## config.mk

```make
export PLATFORM = sky130hd
export DESIGN_NAME = dbg_halt_ctrl
export DESIGN_NICKNAME = d
export VERILOG_FILES = /design/src/rtl/dbg_pkg.sv /design/src/rtl/dbg_en_capture.sv /design/src/rtl/dbg_bp_pipe.sv /design/src/rtl/dbg_cause_arb.sv /design/src/rtl/dbg_halt_ctrl.sv
export SDC_FILE = /design/constraint.sdc
export NUM_CORES = 1
export LEC_CHECK = 0
export BUFFER_PORTS_ARGS = -buffer_cell sky130_fd_sc_hd__buf_4
export CORE_UTILIZATION = 53
export CTS_CLUSTER_DIAMETER = 200
export DETAILED_ROUTE_END_ITERATION = 10
export PLACE_DENSITY = 0.81
export SLEW_MARGIN = 15
export SYNTH_ARGS = -nofsm -noshare
export SYNTH_HDL_FRONTEND = slang
export SYNTH_SLANG_ARGS = --single-unit
```

## constraint.sdc

```tcl
create_clock -name clk -period 2.9 [get_ports clk]
set_input_delay 0.29 -clock clk [delete_from_list [all_inputs] [get_ports clk]]
set_output_delay 0.29 -clock clk [all_outputs]
set_load 0.05 [all_outputs]
```

## src/rtl/dbg_pkg.sv

```systemverilog
package dbg_pkg;

  typedef enum logic [2:0] {
    CAUSE_NONE  = 3'd0,
    CAUSE_FAULT = 3'd1,
    CAUSE_OPND  = 3'd2,
    CAUSE_INSN  = 3'd3,
    CAUSE_BGND  = 3'd4
  } halt_cause_e;

  typedef enum logic [1:0] {
    EXC_BKPT    = 2'd0,
    EXC_ILLEGAL = 2'd1,
    EXC_FAULT   = 2'd2
  } exc_kind_e;

endpackage

```

## src/rtl/dbg_en_capture.sv

```systemverilog
module dbg_en_capture (
  input  logic clk,
  input  logic rst_n,
  input  logic strap_i,
  output logic en_o
);

  // Sampled on every edge while reset is held, frozen afterwards.
  always_ff @(posedge clk) begin
    if (!rst_n) en_o <= strap_i;
  end

endmodule

```

## src/rtl/dbg_bp_pipe.sv

```systemverilog
module dbg_bp_pipe #(
  parameter int DEPTH = 2
) (
  input  logic clk,
  input  logic rst_n,
  input  logic push_i,
  input  logic push_tag_i,
  input  logic exec_i,
  input  logic flush_i,
  output logic ins_ack_o
);

  localparam int CW = $clog2(DEPTH + 1);
  localparam logic [CW-1:0] FULL = CW'(DEPTH);

  logic [CW-1:0]    cnt_q, cnt_mid, cnt_d;
  logic [DEPTH-1:0] tag_q, tag_mid, tag_d;

  always_comb begin
    tag_mid   = tag_q;
    cnt_mid   = cnt_q;
    ins_ack_o = 1'b0;
    if (flush_i) begin
      tag_mid = '0;
      cnt_mid = '0;
    end else if (exec_i && cnt_q != '0) begin
      ins_ack_o = tag_q[0];
      tag_mid   = tag_q >> 1;
      cnt_mid   = cnt_q - CW'(1);
    end
    tag_d = tag_mid;
    cnt_d = cnt_mid;
    if (push_i && cnt_mid < FULL) begin
      for (int i = 0; i < DEPTH; i++) begin
        if (cnt_mid == CW'(i)) tag_d[i] = push_tag_i;
      end
      cnt_d = cnt_mid + CW'(1);
    end
  end

  always_ff @(posedge clk or negedge rst_n) begin
    if (!rst_n) begin
      cnt_q <= '0;
      tag_q <= '0;
    end else begin
      cnt_q <= cnt_d;
      tag_q <= tag_d;
    end
  end

endmodule

```

## src/rtl/dbg_cause_arb.sv

```systemverilog
module dbg_cause_arb
  import dbg_pkg::*;
(
  input  logic        fault_i,
  input  logic        opnd_i,
  input  logic        insn_i,
  input  logic        bgnd_i,
  output halt_cause_e cause_o
);

  always_comb begin
    if (fault_i)     cause_o = CAUSE_FAULT;
    else if (opnd_i) cause_o = CAUSE_OPND;
    else if (insn_i) cause_o = CAUSE_INSN;
    else if (bgnd_i) cause_o = CAUSE_BGND;
    else             cause_o = CAUSE_NONE;
  end

endmodule

```

## src/rtl/dbg_halt_ctrl.sv

```systemverilog
module dbg_halt_ctrl
  import dbg_pkg::*;
#(
  parameter int PIPE_DEPTH = 2
) (
  input  logic       clk,
  input  logic       rst_n,
  input  logic       bkpt_pin_i,
  input  logic       periph_bkpt_i,
  input  logic       acc_valid_i,
  input  logic       acc_is_fetch_i,
  input  logic       exec_start_i,
  input  logic       pipe_flush_i,
  input  logic       bgnd_i,
  input  logic       fault_i,
  input  logic       resume_i,
  output logic       dbg_en_o,
  output logic       halted_o,
  output logic       fetch_inhibit_o,
  output logic [2:0] halt_cause_o,
  output logic       exc_req_o,
  output logic [1:0] exc_kind_o
);

  logic        bp_req, opnd_ack, ins_ack, fetch_push;
  halt_cause_e win;
  logic        halted_q, exc_q;
  halt_cause_e cause_q;
  exc_kind_e   kind_q;

  assign bp_req     = bkpt_pin_i | periph_bkpt_i;
  assign opnd_ack   = acc_valid_i & ~acc_is_fetch_i & bp_req;
  assign fetch_push = acc_valid_i & acc_is_fetch_i;

  dbg_en_capture u_en (
    .clk     (clk),
    .rst_n   (rst_n),
    .strap_i (bkpt_pin_i),
    .en_o    (dbg_en_o)
  );

  dbg_bp_pipe #(.DEPTH(PIPE_DEPTH)) u_pipe (
    .clk        (clk),
    .rst_n      (rst_n),
    .push_i     (fetch_push),
    .push_tag_i (bp_req),
    .exec_i     (exec_start_i),
    .flush_i    (pipe_flush_i),
    .ins_ack_o  (ins_ack)
  );

  dbg_cause_arb u_arb (
    .fault_i (fault_i),
    .opnd_i  (opnd_ack),
    .insn_i  (ins_ack),
    .bgnd_i  (bgnd_i),
    .cause_o (win)
  );

  always_ff @(posedge clk or negedge rst_n) begin
    if (!rst_n) begin
      halted_q <= 1'b0;
      cause_q  <= CAUSE_NONE;
      exc_q    <= 1'b0;
      kind_q   <= EXC_BKPT;
    end else begin
      exc_q <= 1'b0;
      if (halted_q) begin
        if (resume_i) begin
          halted_q <= 1'b0;
          cause_q  <= CAUSE_NONE;
        end
      end else if (win != CAUSE_NONE) begin
        if (dbg_en_o) begin
          halted_q <= 1'b1;
          cause_q  <= win;
        end else begin
          exc_q <= 1'b1;
          case (win)
            CAUSE_FAULT: kind_q <= EXC_FAULT;
            CAUSE_BGND:  kind_q <= EXC_ILLEGAL;
            default:     kind_q <= EXC_BKPT;
          endcase
        end
      end
    end
  end

  assign halted_o        = halted_q;
  assign fetch_inhibit_o = halted_q;
  assign halt_cause_o    = cause_q;
  assign exc_req_o       = exc_q;
  assign exc_kind_o      = kind_q;

endmodule

```

After elaboration in Yosys (flattened, before gate mapping). Index checks and enable logic that the tools add are counted.

Bits in registers: 12. Bits of input ports: 11. Output and inout port bits: 9. Word-level logic and storage cells: 56.

Add/subtract/negate cells: 2. $lt $le $gt $ge: 1. Equality and inequality tests: 4. Multiplexer cells: 26. Bitwise logic cells: 7. Reduce and logical (&&, ||, !) cells: 9.

Operators with widths (count): $mux 3 (8); $mux 2 (6); $mux 1 (11); $reduce_and 3->1 (2); $reduce_bool 2->1 (3); $pmux 2 s2 (1); $and 1x1->1 (3); $eq 3x1->1 const B (1); $eq 3x3->1 const B (1); $not 1->1 (3); $reduce_bool 3->1 (1); $add 2x1->2 const B (1); $eq 2x1->1 const B (1); $logic_and 1x1->1 (2); $logic_not 2->1 (1); $lt 2x2->1 const B (1); $ne 2x2->1 const B (1); $sub 2x1->2 const B (1); $or 1x1->1 (1).

Logic depth before layout (Yosys ltp).
Depth after elaboration: 10. Mapped depth: 9. Gate-level depth less buffers: 9.

Modules after synthesis. Synthesis repeated with hierarchy kept, for this count alone.

Cells, all modules: 73. Area, all modules: 723.2 um2.

Modules (own cells, without submodules): dbg_halt_ctrl (instances 1, cells each 34, area an instance 332.8 um2, sequential area each 175.2 um2); dbg_bp_pipe (instances 1, cells each 32, area an instance 321.6 um2, sequential area each 100.1 um2); dbg_cause_arb (instances 1, cells each 5, area an instance 35.0 um2, sequential area each 0.0 um2); dbg_en_capture (instances 1, cells each 2, area an instance 33.8 um2, sequential area each 30.0 um2).

Worst setup path after synthesis. Ideal clock, no wire load.

Path type: register -> register. Start: reg u_pipe.cnt_q[1]. End: reg u_pipe.tag_q[0]. Library setup time: 79 ps. Arrival: 1583 ps. Data required time: 2821 ps. Path slack: 1238 ps. Stages on the path, launching flop included: 8. Path buffers: 0. Period minus slack after synthesis: 1662 ps. Path through: dfrtp_1 inv_1 ha_1 nor4b_2 a31oi_4 ha_1 nand4_1 mux2i_1.

Word-level cells in the longest chain between the ends: 7. Elaborated cells between the ends (all ways): 12. Those cells by class: add/sub: 1; order compare: 1; mux: 6; reduce/logical: 4.

Ends and longest elaborated chain: from (decl) (RTL line dbg_bp_pipe.sv:16) `logic [CW-1:0] cnt_q, cnt_mid, cnt_d;`; from (signal assigned) (RTL line dbg_bp_pipe.sv:46) `cnt_q <= cnt_d;`; parallel branches: the longest is 6 deep, another holds $sub 2x1->2; $mux 2 (*) (RTL line dbg_bp_pipe.sv:33) `if (push_i && cnt_mid < FULL) begin`; named net u_pipe.tag_d[0] (RTL line dbg_bp_pipe.sv:17) `logic [DEPTH-1:0] tag_q, tag_mid, tag_d;`; to (signal assigned) (RTL line dbg_bp_pipe.sv:47) `tag_q <= tag_d;`; to (decl) (RTL line dbg_bp_pipe.sv:17).

Mark *: on every way through the listed nets, which the timed path passes. A chain may end at the register's enable or synchronous reset.

Final worst setup path. Ends and elaborated chain as after synthesis.

==> run summary <==
Worst EP required: 3.10 ns
Status: finished clean
Int Pwr: 423 uW
Total number of vias: 595
Crit path capture: u_pipe.tag_q[0]
# DRC: 0
Gpl congestion: 0.763
Critical path fanouts, max: 4
Largest cells by area after synthesis: dfrtp_1 39%, ha_1 5.3%, mux2i_1 4.3%, edfxtp_1 4.3%, inv_1 3.7%
Fin. Hold Viols: 0
Die Span Y: 38.5 um
Hold Crit Class: input pin to register
Commonest cells post-synth: 11 x dfrtp_1, 7 x inv_1, 7 x nor2_1, 5 x nand2_1, 4 x a21oi_1
Post-synth top area share: 39.0%
CTS max path bufs: 2
Met3 WL post-DR: 64 um
Setup WS post-layout: 1.09 ns
Crit path DAT: 2.01 ns
Met1 WL: 607 um
Leak: 0.000441 uW
CTS tree: yes
Die ar.: 1480 um2
Net Sw Frac: 42.0%
Max-slew violation count: 0
Synth Instances: 69
Clock-pin transition on the worst setup and hold timing paths: 0.08 ns
Seq cells post-synth: 12
Post-route insts no fill: 106
Share of cells above drive strength 1: 33.7%
Cells after DPL: 101
Nets: 107
Fmax: 0.552 GHz
Filler cells: 90
Core area: 1170 um2
Max Clock Skew: 0.00420 ns
# setup viols final: 0
Yosys top cell by area: dfrtp_1
Clock Root Buffer: clkbuf_4
Port bufs: 19
Sw power: 307 uW
WL/cell: 13.5 um
Part of the power in combinational logic: 47.6%
Number of vias per cell: 5.61
Routed wire length: 1430 um
Placed inst area: 858 um2
Register share of total power: 33.8%
Gr usage total: 22.7%
N_diodes: 0
Critical Path Sink Type: register
Largest net degree at the start of global routing: 13
Vias in the first global route: 565
Ys async rst share: 91.7%
Reg2Reg Launch Point: u_pipe.cnt_q[1]
WP depth: 9
Clk sink count: 12
Yosys warnings: 0
Design area: 905 um2
Period utilization: 62.4%
Total of max-cap violations: 0
R2R cell count: 9
Setup slack, reg-to-reg: 1.09 ns
Crit path time final: 1.81 ns
Top delay family on crit path: simple AND/OR/NAND/NOR gates
Number of flops mapped to enable cells by yosys: 1
Peak supply drop: 497 uV
I/O Pins: 20
CTS buffer count: 3
Top Layer Used: met4
Slowest CP cell: dfrtp_1
Met2 wire length: 743 um
ANT nets after route: 0
Worst path bufs/invs: 2
# rows: 12
Slowest cell delay on critical path: 0.39 ns
Hold_ws: 0.219 ns
Worst slew pin tran: 0.332 ns
Global-route wire length before repair: 2250 um
Detailed Route Iter0 Violations: 19
RSZ-0062 raised after global routing: no
Syn_nets: 83
Initial antenna violation count: 0
Unique masters post-synth: 29
H-tree Lvls: 1
Ys flop type: dfrtp_1
Register area share after synthesis: 43.3%
Avg Cell Area, Syn: 10.2 um2
RR Endpoint: u_pipe.tag_q[0]
Clock Power Share: 18.6%
Post_cts resized: 0
Initial core utilization: 60.3%
Max-slew headroom: 77.8%
Mapped Area: 706 um2
Detailed placement HPWL: 1120 um
Sum Neg Setup Slack: 0 ns
Worst-Skew Late Latency: 0.27 ns
Critical path type: register to register
Startpoint Class: register
Drt pass-1 iters: 4
CP Cell Sequence: inv_1 -> ha_1 -> nand2b_4 -> xnor2_1 -> nor2_1 -> inv_1 -> ha_1 -> nand4_1 -> mux2i_1
Grt total ovfl: 0
Horiz. Die Dim: 38.5 um
Syn-to-layout area delta: 28.2%
Count leader, synth: dfrtp_1
Pwr Density: 807 nW/um2
Pre-CTS setup slack: 1.11 ns
Crit path from: u_pipe.cnt_q[1]
-- cell usage in the layout, fill, tap and decap left out, drive strengths merged --
master       count
nand4            2
mux2             1
nand2            5
nor4b            1
buf             19
a31oi            2
mux2i            3
nor3             2
o211ai           1
o21ai            3
dfrtp           11
inv              7
a41oi            1
or2              1
nor2             8
nand2b           3
a311oi           1
o22ai            1
ha               3
edfxtp           1
a21oi            4
nand4bb          1
dlygate4sd3      1
xnor2            2
a22o             1
nand3            3
clkbuf           4
-- area by class of cell --
class                           instances  area, um2  area share (%)
Multi-Input combinational cell         49        367            40.5
Inverter                                7       26.3            2.90
Clock buffer                            4       36.3            4.01
Sequential cell                        12        305            33.7
Timing Repair Buffer                   20        153            16.9
Tap cell                               14       17.5            1.94
-- worst min-delay path by stage --
stage,from,endpoint,slack [ns],cells after the start
6_report,bkpt_pin_i,u_en.en_o,0.22,1
5_1_grt,bkpt_pin_i,u_en.en_o,0.21,1
4_1_cts,bkpt_pin_i,u_en.en_o,0.22,1
3_5_place_dp,rst_n,fetch_inhibit_o,0.14,1
3_3_place_gp,rst_n,u_pipe.cnt_q[0],0.14,1
2_1_floorplan,rst_n,exc_kind_o[0],-0.006,0
-- layer usage --
layer / vias up / track usage (%)
li1: 294 / -
met1: 274 / 24.7
met2: 25 / 40.8
met3: 2 / 5.23
met4: 0 / 10.3
met5: - / 0
-- logic make-up after synthesis --
group / count (synthesis) / synth area share (%)
AO/OA/AOI/OAI: 14 / 16.0
XOR/XNOR: 2 / 2.48
adder cells (fa/ha/maj): 3 / 5.32
buffers and inverters: 8 / 4.79
flip-flops: 12 / 43.3
multiplexers: 4 / 5.85
AND/OR/NAND/NOR: 26 / 22.3
-- repair_timing --
item | CTS | global route
buffers inserted | 0 | 0
hold buffers | 1 | 0
hold endpoints to repair | 11 | 0
-- power groups by stage --
stage | Clock (uW) | Combinational (uW) | Sequential [uW]
final | 135 | 348 | 247
after global routing | 142 | 373 | 252
after CTS | 137 | 349 | 247
after detailed placement | 0 | 346 | 250
after global placement | 0 | 337 | 246
after floorplan | 0 | 173 | 328
-- worst register-to-register path: cells and delay by family, from the launching register on --
family	cells	cell delay [ns]
muxes	1	0.19
adders and majority gates	2	0.39
and+or+nand+nor	3	0.51
xor gates and xnor gates	1	0.13
DFF	1	0.39
buffers and inverters	2	0.14
-- flip-flops by register name, summed over array words and instances, names as in the netlist --
register / count
exc_req_o: 1
exc_kind_o: 2
u_pipe.cnt_q: 2
halt_cause_o: 3
u_pipe.tag_q: 2
fetch_inhibit_o: 1
u_en.en_o: 1
-- through the flow --
stage	power, uW	util, %
after CTS	733	77.2
after global routing	768	77.2
after detailed placement	597	73.3
final	730	77.2
after floorplan	502	-
after global placement	583	73.3
(Power assumes the default switching activity.)
